==> config.mk <==
export PLATFORM = sky130hd
export DESIGN_NAME = mdio_master
export DESIGN_NICKNAME = d
export VERILOG_FILES = /design/src/rtl/mdio_pkg.sv /design/src/rtl/mdio_clkgen.sv /design/src/rtl/mdio_frame.sv /design/src/rtl/mdio_master.sv
export SDC_FILE = /design/constraint.sdc
export NUM_CORES = 1
export LEC_CHECK = 0
export BUFFER_PORTS_ARGS = -buffer_cell sky130_fd_sc_hd__buf_2
export CAP_MARGIN = 0
export CORE_UTILIZATION = 44
export CTS_CLUSTER_SIZE = 28
export DETAILED_ROUTE_END_ITERATION = 16
export GPL_TIMING_DRIVEN = 0
export HOLD_SLACK_MARGIN = 0.1
export PLACE_DENSITY_LB_ADDON = 0.3
export SLEW_MARGIN = 20
export SYNTH_ARGS = -nofsm -noshare
export SYNTH_HDL_FRONTEND = slang
export SYNTH_SLANG_ARGS = --single-unit
==> constraint.sdc <==
create_clock -name clk -period 3.47 [get_ports clk]
set_input_delay 0.8675 -clock clk [delete_from_list [all_inputs] [get_ports clk]]
set_output_delay 0.8675 -clock clk [all_outputs]
set_load 0.02 [all_outputs]
==> src/rtl/mdio_pkg.sv <==
package mdio_pkg;

    localparam int WORD_BITS = 64;

    localparam logic [6:0] IDX_TA   = 7'd46;
    localparam logic [6:0] IDX_DATA = 7'd48;
    localparam logic [6:0] IDX_IDLE = 7'd64;

    typedef enum logic [1:0] {
        OPC_WRITE = 2'b01,
        OPC_READ  = 2'b10
    } mdio_opc_e;

    // Build the 64 driven bits of a frame; bit 63 is sent first.
    function automatic logic [WORD_BITS-1:0] make_word(
        input logic        is_rd,
        input logic [4:0]  phy,
        input logic [4:0]  regad,
        input logic [15:0] wdata
    );
        mdio_opc_e  opc;
        logic [1:0] ta;
        opc = is_rd ? OPC_READ : OPC_WRITE;
        ta  = is_rd ? 2'b11 : 2'b10;
        return {32'hFFFF_FFFF, 2'b01, opc, phy, regad, ta, wdata};
    endfunction

endpackage

==> src/rtl/mdio_clkgen.sv <==
module mdio_clkgen #(
    parameter int HALF_DIV = 30
) (
    input  logic clk,
    input  logic rst_n,
    input  logic run,
    output logic mdc,
    output logic rise_tick,
    output logic fall_tick
);
    localparam int CW = (HALF_DIV > 2) ? $clog2(HALF_DIV) : 1;
    localparam logic [CW-1:0] CNT_LAST = CW'(HALF_DIV - 1);

    typedef struct packed {
        logic [CW-1:0] cnt;
        logic          mdc;
    } cg_state_t;

    cg_state_t st_d, st_q;
    logic      wrap;

    always_comb begin
        st_d      = st_q;
        wrap      = run && (st_q.cnt == CNT_LAST);
        rise_tick = wrap && !st_q.mdc;
        fall_tick = wrap && st_q.mdc;
        if (!run) begin
            st_d.cnt = '0;
            st_d.mdc = 1'b0;
        end else if (wrap) begin
            st_d.cnt = '0;
            st_d.mdc = !st_q.mdc;
        end else begin
            st_d.cnt = st_q.cnt + 1'b1;
        end
    end

    always_ff @(posedge clk or negedge rst_n) begin
        if (!rst_n) st_q <= '0;
        else        st_q <= st_d;
    end

    assign mdc = st_q.mdc;

    // clock parks low one cycle after run drops
    p_park_low_r8: assert property (@(posedge clk) disable iff (!rst_n)
        !run |=> !mdc);

    // a stretch with run high toggles mdc only on a count wrap
    p_toggle_on_wrap_r8: assert property (@(posedge clk) disable iff (!rst_n)
        (run && !wrap) |=> $stable(mdc));

endmodule

==> src/rtl/mdio_frame.sv <==
module mdio_frame
    import mdio_pkg::*;
(
    input  logic        clk,
    input  logic        rst_n,
    input  logic        start,
    input  logic        op_rd,
    input  logic [4:0]  phy,
    input  logic [4:0]  regad,
    input  logic [15:0] wdata,
    input  logic        rise_tick,
    input  logic        fall_tick,
    input  logic        mdio_in,
    output logic        busy,
    output logic        done,
    output logic        done_rd,
    output logic [15:0] rdata,
    output logic        mdio_out,
    output logic        mdio_oe
);
    typedef struct packed {
        logic                 busy;
        logic                 rd;
        logic [6:0]           idx;
        logic [WORD_BITS-1:0] word;
        logic [15:0]          rx;
    } fr_state_t;

    fr_state_t st_d, st_q;
    logic      in_data;
    logic      in_word;

    always_comb begin
        st_d    = st_q;
        done    = 1'b0;
        in_word = (st_q.idx < IDX_IDLE);
        in_data = (st_q.idx >= IDX_DATA) && in_word;
        if (!st_q.busy) begin
            if (start) begin
                st_d.busy = 1'b1;
                st_d.rd   = op_rd;
                st_d.idx  = '0;
                st_d.word = make_word(op_rd, phy, regad, wdata);
            end
        end else begin
            if (rise_tick && st_q.rd && in_data) begin
                st_d.rx = {st_q.rx[14:0], mdio_in};
            end
            if (fall_tick) begin
                if (st_q.idx == IDX_IDLE) begin
                    st_d.busy = 1'b0;
                    done      = 1'b1;
                end else begin
                    st_d.idx = st_q.idx + 7'd1;
                end
            end
        end
    end

    always_ff @(posedge clk or negedge rst_n) begin
        if (!rst_n) st_q <= '0;
        else        st_q <= st_d;
    end

    assign busy     = st_q.busy;
    assign done_rd  = done && st_q.rd;
    assign rdata    = st_q.rx;
    assign mdio_out = (st_q.busy && in_word) ? st_q.word[~st_q.idx[5:0]] : 1'b1;
    assign mdio_oe  = st_q.busy && in_word && !(st_q.rd && (st_q.idx >= IDX_TA));

    // an idle start is taken on the next edge
    p_start_taken_r1: assert property (@(posedge clk) disable iff (!rst_n)
        (!busy && start) |=> busy);

    // a start while busy leaves the frame contents untouched
    p_ignore_start_r9: assert property (@(posedge clk) disable iff (!rst_n)
        (busy && start) |=> ($stable(st_q.word) && $stable(st_q.rd)));

    // the frame only ends after the idle bit position
    p_end_after_idle_r6: assert property (@(posedge clk) disable iff (!rst_n)
        $fell(busy) |-> ($past(st_q.idx) == IDX_IDLE));

    // the bit position advances by at most one per edge
    p_idx_step_r6: assert property (@(posedge clk) disable iff (!rst_n)
        (busy && !fall_tick) |=> $stable(st_q.idx));

endmodule

==> src/rtl/mdio_master.sv <==
module mdio_master
    import mdio_pkg::*;
#(
    parameter int HALF_DIV = 30
) (
    input  logic        clk,
    input  logic        rst_n,
    input  logic        ctl_we,
    input  logic [4:0]  ctl_phy,
    input  logic [4:0]  ctl_reg,
    input  logic        ctl_rd,
    input  logic        ctl_start,
    input  logic        dat_we,
    input  logic [15:0] dat_wdata,
    output logic [15:0] dat_q,
    output logic        busy,
    output logic        mdc,
    output logic        mdio_out,
    output logic        mdio_oe,
    input  logic        mdio_in
);
    typedef struct packed {
        logic [15:0] data;
    } top_state_t;

    top_state_t  st_d, st_q;
    logic        start_req;
    logic        rise_tick;
    logic        fall_tick;
    logic        fr_busy;
    logic        fr_done;
    logic        fr_done_rd;
    logic [15:0] fr_rdata;

    assign start_req = ctl_we && ctl_start;

    mdio_clkgen #(.HALF_DIV(HALF_DIV)) u_clk (
        .clk       (clk),
        .rst_n     (rst_n),
        .run       (fr_busy),
        .mdc       (mdc),
        .rise_tick (rise_tick),
        .fall_tick (fall_tick)
    );

    mdio_frame u_frame (
        .clk       (clk),
        .rst_n     (rst_n),
        .start     (start_req),
        .op_rd     (ctl_rd),
        .phy       (ctl_phy),
        .regad     (ctl_reg),
        .wdata     (st_q.data),
        .rise_tick (rise_tick),
        .fall_tick (fall_tick),
        .mdio_in   (mdio_in),
        .busy      (fr_busy),
        .done      (fr_done),
        .done_rd   (fr_done_rd),
        .rdata     (fr_rdata),
        .mdio_out  (mdio_out),
        .mdio_oe   (mdio_oe)
    );

    always_comb begin
        st_d = st_q;
        if (fr_done_rd) begin
            st_d.data = fr_rdata;
        end else if (dat_we && !fr_busy) begin
            st_d.data = dat_wdata;
        end
    end

    always_ff @(posedge clk or negedge rst_n) begin
        if (!rst_n) st_q <= '0;
        else        st_q <= st_d;
    end

    assign dat_q = st_q.data;
    assign busy  = fr_busy;

    // no clock activity outside a transaction
    p_mdc_idle_low_r8: assert property (@(posedge clk) disable iff (!rst_n)
        !busy |-> !mdc);

    // line value and enable hold while mdc is high
    p_line_steady_high_r7: assert property (@(posedge clk) disable iff (!rst_n)
        mdc |-> ($stable(mdio_out) && $stable(mdio_oe)));

    // the data register holds through a frame
    p_data_hold_r10: assert property (@(posedge clk) disable iff (!rst_n)
        (busy && $past(busy)) |-> $stable(dat_q));

    // a write frame leaves the data register alone at its end
    p_write_keeps_data_r11: assert property (@(posedge clk) disable iff (!rst_n)
        (fr_done && !fr_done_rd) |=> $stable(dat_q));

endmodule

* Yosys cells after proc, flatten, opt, wreduce, memory -nomap -nowiden
Cells that the tools add are included.
** Storage, ports and cells
- Bits in registers :: 78
- Bits of input ports :: 33
- Output and inout port bits :: 20
- Logic and storage cells :: 61
** Cells by class
- Add/subtract/negate cells :: 2
- Order comparisons :: 4
- Equal/unequal tests :: 5
- Mux-type cells :: 20
- Bitwise operators :: 2
- Reduce and logical (&&, ||, !) cells :: 20
** Operators by type and width (number)
- 73-bit two-way mux :: 1
- 16-bit two-way mux :: 2
- 7-bit two-way mux :: 3
- 7-bit by 6-bit greater-or-equal comparator with 1-bit output (second input constant) :: 2
- 1-bit logical AND :: 12
- 1-bit two-way mux :: 10
- 7-bit by 1-bit adder with 7-bit output (second input constant) :: 1
- 7-bit equality test (second input constant) :: 1
- 6-bit by 7-bit less-than comparator with 1-bit output (second input constant) :: 1
- 7-bit less-than comparator (second input constant) :: 1
- 1-bit binary-select mux with 6-bit select :: 1
- 6-bit two-way mux :: 1
- 2-bit inequality test (second input constant) :: 3
- 6-bit inverter :: 1
- 5-bit by 1-bit adder with 5-bit output (second input constant) :: 1
- 5-bit equality test (second input constant) :: 1
- 5-bit two-way mux :: 1
- 2-bit AND reduction :: 2
- 2-bit nonzero test :: 2
- 1-bit logical NOT :: 3
- 3-bit AND reduction :: 1
- 2-bit two-way mux :: 1
- 1-bit inverter :: 1

* Depth between registers and ports, before layout
Gate-level depths: netlist of run 1.
- Depth after elaboration :: 7
- Depth in mapped cells :: 10
- Mapped depth without buffers :: 7

* Modules after synthesis
From an unflattened synthesis of run 1, not the netlist that was laid out.
** Second synthesis, totals
- Cells, all modules :: 367
- Area total of the unflattened synthesis :: 3762.4 µm²
** Modules (own cells, without submodules)
- mdio_frame :: instances 1, cells an instance 251, area an instance 2568.7 µm², sequential area each 1326.3 µm²
- mdio_master :: instances 1, cells an instance 90, area an instance 910.9 µm², sequential area each 400.4 µm²
- mdio_clkgen :: instances 1, cells an instance 26, area an instance 282.8 µm², sequential area each 150.1 µm²

* Worst setup path before layout of run 1
Ideal clock, no wire load.
- Path type :: reg-to-output
- Start point :: register u_frame.st_q[80] in the netlist's numbering
- End point :: output mdio_out
- Data arrival time :: 1.622 ns
- Data required time :: 2.602 ns
- Path slack :: 0.980 ns
- Cell stages (with the launch flop) :: 6
- Buffers on the path :: 1
- Cells stage by stage :: dfrtp_1 buf_6 mux4_2 and3_1 a311oi_1 a21boi_1
** Between the ends
- Word-level cells in the longest chain between the ends :: 4
** Ends and longest elaborated chain
- start: declaration :: RTL line mdio_frame.sv:29 : fr_state_t st_d, st_q;
- start signal: assignment :: RTL line mdio_frame.sv:62 : else st_q <= st_d;
- 6-bit inverter :: RTL line mdio_frame.sv:68 : assign mdio_out = (st_q.busy && in_word) ? st_q.word[~st_q.idx[5:0]] : 1'b1;
- 1-bit binary-select mux with 6-bit select :: RTL line mdio_frame.sv:68
- 1-bit two-way mux (not written as such) :: RTL line mdio_frame.sv:68
- 1-bit two-way mux (*) :: RTL line mdio_frame.sv:68
- end: declaration :: RTL line mdio_master.sv:18 : output logic mdio_out,
Every way passes the cells marked *; elsewhere a longest branch is shown, timed or not. The select of a mux whose other input is x is not followed.

* Worst setup path in the final report of run 1
- Start point :: register u_frame.st_q[81] in the netlist's numbering
- End point :: output mdio_out
The elaborated chain is that of the path after synthesis.

==> flow_metrics.tcl, run 1 <==
set metrics [dict create \
    status "finished with violations" \
    violations "DRC" \
    hold_viol_final 0 \
    dieArea_mm2 0.00826 \
    grt_use_total 0.186 \
    crit_required_ps 2600 \
    crit_arrival_ps 2320 \
    tightest_slew_ps 582 \
    grt_max_degree 57 \
    nFillCells 751 \
    first_pass_iters 10 \
    core-area_mm2 0.00769 \
    dp_cells 470 \
    reg2reg_depth 10 \
    synth_adder_area_share 0.0144 \
    power_w 0.00232 \
    fin_crit_sh 0.918 \
    tns_ps 0 \
    setup_viol 0 \
    hold_class "in2async" \
    r2r_slack_ps 1190 \
    viasPerCell 5.03 \
    yosys-mux-area-fraction 0.105 \
    synth_ff_type "dfrtp_1" \
    p_leak_nw 2.16 \
    cts_sinks 75 \
    syn_avg_cell_area_um2 11.0 \
    post_drt_wl_per_cell_um 14.3 \
    period_minus_slack_ps 3190 \
    start_kind "flip-flop" \
    ys_ff_latch 75 \
    hold_buffers 0 \
    synth_nets 352 \
    antenna_found_initial 0 \
    path_class "reg2out" \
    clk_latency_ps 350 \
    grt_pass1_vias 2587 \
    fmax_ghz 0.314 \
    cts_buffers 9 \
    die_w_um 90.9 \
    synth_compound_area_frac 0.101 \
    drv_slew 0 \
    io_buffers 52 \
    powerDensity_mw_per_mm2 569 \
    syn_to_final_growth_pct 17.3 \
    stdcell_count 486 \
    netlist_instances 315 \
    synth-simple-area-share 0.178 \
    nets 416 \
    ys_seq_area_frac 0.540 \
    r2r_end "dat_q[4]" \
    synth.distinct_cells 45 \
    clockBufferDepth 2 \
    hpwl_mm 5.11 \
    cts_resized 0 \
    clk_pin_slew_ps 80 \
    io_pins 53 \
    antenna_left 0 \
    fin_skew_ps 9.16 \
    gp_congestion 0.859 \
    synth_warnings 0 \
    die_h_um 90.9 \
    row_count 32 \
    whs_ps 392 \
    max-vdd-ir-drop_uv 246 \
    diodes 0 \
    remaining_drc_errors 1 \
    htreeDepth 3 \
    fin_util 0.530 \
    root_buffer "clkbuf_8" \
    timing.max_cap.violations 0 \
    grt.overflow.total 0 \
    num_vias 2445 \
    regToRegStartpoint "u_frame.st_q[81]" \
    endpoint "mdio_out" \
    grt_pass1_wl_mm 12.0 \
    slew_headroom 0.609 \
    end_kind "output pin" \
    postCtsSetupBuffers 0 \
    dr.first_iter.drc_count 92 \
    drive_above_1_share 0.263 \
    rsz0062_at_grt "false" \
    cts_tree "built" \
    synth_top_family_by_area "simple AND/OR/NAND/NOR gates" \
    syn-cell-area_mm2 0.00347 \
    start_util 0.452 \
    synth_edf_count 0 \
    cp-startpoint "u_frame.st_q[81]" \
    wl_mm 6.95 \
    ys_async_sr_fraction 1.00 \
    path_max_fanout 10 \
    synth-xor-area-share 0.0227 \
]
## where the power goes
group,switching [W],internal [W]
clock,0.000353,0.000272
combinational,0.000280,0.000255
sequential,0.000136,0.00102
total,0.000769,0.00155
## layout by cell type (no fill, tap or decap), types with 3 or more instances in the layout
master,netlist,layout
nand2_1,88,88
dfrtp_1,75,75
buf_2,4,55
mux2_2,17,17
a21o_1,17,17
a22o_1,16,16
nor2_1,13,13
clkbuf_8,0,9
clkbuf_1,8,8
xor2_1,7,7
buf_6,5,5
nand3_1,5,5
mux4_1,5,5
inv_1,4,4
ha_1,4,4
and3_1,3,3
a21oi_1,3,3
nand4_1,3,3
inv_6,0,3
## kinds of logic (layout without fill, tap and decap cells)
logic type / after synthesis / count (layout)
multiplexers: 25 / 25
AO/OA/AOI/OAI: 46 / 46
XOR/XNOR: 9 / 9
buffers and inverters: 23 / 92
adder cells (fa/ha/maj): 4 / 4
flip-flops: 75 / 75
AND/OR/NAND/NOR: 133 / 133
## state kept, by name, summed over array words and instances, names as in the netlist
register       count
dat_q             16
u_clk.mdc          1
u_clk.st_q         5
u_frame.busy       1
u_frame.rdata     16
u_frame.st_q      36
## synth_stat cells (2+ instances only)
cell | count | area (um^2)
buf_6 | 5 | 56.3
mux2_2 | 17 | 191
buf_2 | 4 | 20.0
clkbuf_1 | 8 | 30.0
nor2b_1 | 2 | 12.5
mux4_1 | 5 | 131
xor2_1 | 7 | 61.3
a21o_1 | 17 | 128
nor2_1 | 13 | 48.8
ha_1 | 4 | 50.1
mux2i_1 | 2 | 20.0
nand2b_1 | 2 | 12.5
nor4_1 | 2 | 12.5
nand4_1 | 3 | 18.8
nand3_1 | 5 | 25.0
and3_1 | 3 | 18.8
dfrtp_1 | 75 | 1880
xnor2_1 | 2 | 17.5
nor3_1 | 2 | 10.0
a31oi_1 | 2 | 12.5
nand4b_1 | 2 | 17.5
and2_1 | 2 | 12.5
inv_1 | 4 | 15.0
o21ai_0 | 2 | 10.0
a21oi_1 | 3 | 15.0
nand2_1 | 88 | 330
a22o_1 | 16 | 140
## metal layers
layer,share of wire,vias up,track usage,wire [um]
met4,0.012,0,0.0582,80
met5,0,-,0,0
met3,0.043,8,0.0581,299
met1,0.47,1170,0.243,3280
met2,0.47,48,0.297,3290
li1,-,1219,-,-
## through the flow
stage,setup WS [ps],instance area [um^2]
5_1_grt,149,4080
3_3_place_gp,712,3860
2_1_floorplan,980,3470
3_5_place_dp,664,3890
6_report,285,4080
4_1_cts,262,4080
## cell type report
| cell class | instances | area, um^2 | share of cell area |
|---|---|---|---|
| inverters | 4 | 15.0 | 0.00368 |
| clock inverters | 7 | 58.8 | 0.0144 |
| clock buffers | 9 | 124 | 0.0304 |
| repair buffers | 53 | 290 | 0.0712 |
| plain buffers | 19 | 118 | 0.0289 |
| multi-input cells | 217 | 1470 | 0.360 |
| well taps | 102 | 128 | 0.0313 |
| flip-flops and latches | 75 | 1880 | 0.461 |
## worst max-delay path: stages (launching register included)
cell      delay (ps)
dfrtp_1          380
clkbuf_1         370
mux4_1           370
and3b_1          190
nor4_1           240
a21oi_1          120
a21boi_1         140
buf_2            170
## how the worst min path moves through the flow
stage	slack (ps)	to	cells past startpoint
after CTS	390	u_frame.st_q[81]	1
after detailed placement	450	u_frame.st_q[39]	2
after global routing	390	u_clk.st_q[3]	1
after floorplan	440	u_frame.st_q[38]	2
after global placement	450	u_frame.st_q[39]	2
final	390	u_clk.st_q[3]	1
Note: power is estimated with default switching activity, not from simulation.
==> run 2, diff against run 1 <==
- CORE_ASPECT_RATIO: default -> 1.1
- CTS_CLUSTER_DIAMETER: default -> 50
==> run 2 against run 1 <==
Against the previous run: the run now ends clean; global-route usage up 0.88 points; sequential share of layout area down 0.23 points; sequential power about the same; clock power up 9.3%; first-iteration DRC count up 15%; flip-flop and latch count unchanged; via count up 1.1%; final cell count up 0.62%; largest cell class unchanged; largest power group unchanged; highest routed layer unchanged.
==> flow_metrics.tcl, run 2 (synthesis gave the netlist of run 1 again) <==
set metrics [dict create \
    post_drt_wl_per_cell_um 14.4 \
    seqPwrFrac 0.485 \
    grt_max_degree 55 \
    largest_register_ff_count 36 \
    path_class "reg2out" \
    die_w_um 86.7 \
    num_vias 2471 \
    end_kind "output pin" \
    powerDensity_mw_per_mm2 581 \
    root_buffer "clkbuf_8" \
    clk_latency_ps 350 \
    p_sw_w 0.000764 \
    postCtsSetupBuffers 0 \
    io_pins 53 \
    clk_pin_slew_ps 80 \
    tns_ps 0 \
    slew_headroom 0.617 \
    sw_frac_of_total 0.321 \
    cts_sinks 75 \
    cts_buffers 9 \
    drive_above_1_share 0.263 \
    clockPowerShare 0.287 \
    cts_tree "built" \
    top_register "u_frame.st_q" \
    core-area_mm2 0.00756 \
    setup_viol 0 \
    gp_congestion 0.861 \
    top_layer_used "met4" \
    final_common_cell "nand2_1" \
    hold_viol_final 0 \
    status "finished, final reports clean" \
    fin_skew_ps 11.2 \
    wl_mm 7.07 \
    tightest_slew_ps 571 \
    die_h_um 95.2 \
    hpwl_mm 5.11 \
    grt_use_total 0.195 \
    mostFrequentLayoutCells "88 x nand2_1, 75 x dfrtp_1, 55 x buf_2" \
    hold_buffers 0 \
    row_count 33 \
    nFillCells 698 \
    reg2reg_depth 10 \
    timing.max_cap.violations 0 \
    dieArea_mm2 0.00826 \
    crit_required_ps 2600 \
    internal_power_w 0.00162 \
    routedLengthMet1_mm 3.20 \
    fin_ws_ps 323 \
    pwr-share-comb 0.228 \
    grt_pass1_vias 2559 \
    rsz0062_at_grt "false" \
    remaining_drc_errors 0 \
    crit_arrival_ps 2280 \
    dp_slack_ps 688 \
    nets 416 \
    start_kind "flip-flop" \
    drv_slew 0 \
    route.met2.wl_mm 3.44 \
    hold_class "in2async" \
    p_leak_nw 2.17 \
    fin_crit_sh 0.907 \
    viasPerCell 5.05 \
    dr_wl_met3_um 289 \
    start_util 0.460 \
    syn_to_final_growth_pct 17.9 \
    fin_util 0.542 \
    first_pass_iters 4 \
    io_buffers 52 \
    htreeDepth 3 \
    clockBufferDepth 2 \
    period_minus_slack_ps 3150 \
    antenna_found_initial 0 \
    cts_resized 0 \
    grt_pass1_wl_mm 12.0 \
    antenna_left 0 \
    grt.overflow.total 0 \
    max-vdd-ir-drop_uv 406 \
    dr.first_iter.drc_count 106 \
    fmax_ghz 0.318 \
    path_max_fanout 10 \
    diodes 0 \
]
## run 2: worst paths after layout
path / startpoint / slack (ps) / to
hold / removal: rst_n / 410 / u_clk.st_q[4]
setup / recovery: u_frame.st_q[81] / 320 / mdio_out
min in group clk: u_frame.st_q[22] / 470 / u_frame.st_q[22]
max in group asynchronous: rst_n / 2500 / dat_q[12]
hold reg to reg: u_frame.st_q[22] / 470 / u_frame.st_q[22]
setup reg to reg: u_frame.st_q[81] / 1110 / dat_q[5]
## run 2: cell type report
class,instances,area (um^2),area share
Buffer,19,118,0.0287
Inverter,4,15.0,0.00367
Tap cell,105,131,0.0321
Sequential cell,75,1880,0.458
Clock inverter,7,75.1,0.0183
Clock buffer,9,124,0.0302
Multi-Input combinational cell,217,1470,0.358
Timing Repair Buffer,53,290,0.0709
## run 2: through the flow
step | std cells | hold WS [ps] | power, W | area (um^2)
after CTS | 489 | 399 | 0.00241 | 4100
after global placement | 472 | 450 | 0.00169 | 3870
after detailed placement | 473 | 455 | 0.00172 | 3900
after global routing | 489 | 407 | 0.00253 | 4100
final | 489 | 410 | 0.00238 | 4100
after floorplan | 315 | 437 | 0.00153 | 3470
## run 2: critical path: stages (launching register included)
cell      delay, ps
dfrtp_1         380
clkbuf_1        390
mux4_1          350
and3b_1         190
nor4_1          190
a21oi_1         110
a21boi_1        150
buf_2           170
## run 2: power groups by stage
| stage | Combinational (W) | Clock, W | Sequential, W |
|---|---|---|---|
| floorplan | 0.000327 | 0 | 0.00120 |
| finish | 0.000543 | 0.000683 | 0.00115 |
| CTS | 0.000551 | 0.000702 | 0.00116 |
| detailed placement | 0.000549 | 0 | 0.00117 |
| global route | 0.000605 | 0.000744 | 0.00118 |
| global placement | 0.000526 | 0 | 0.00117 |
## run 2: metal layers
layer  vias up  track usage
met1      1192        0.245
met2        55        0.320
met5         -            0
li1       1212            -
met4         0       0.0778
met3        12       0.0554
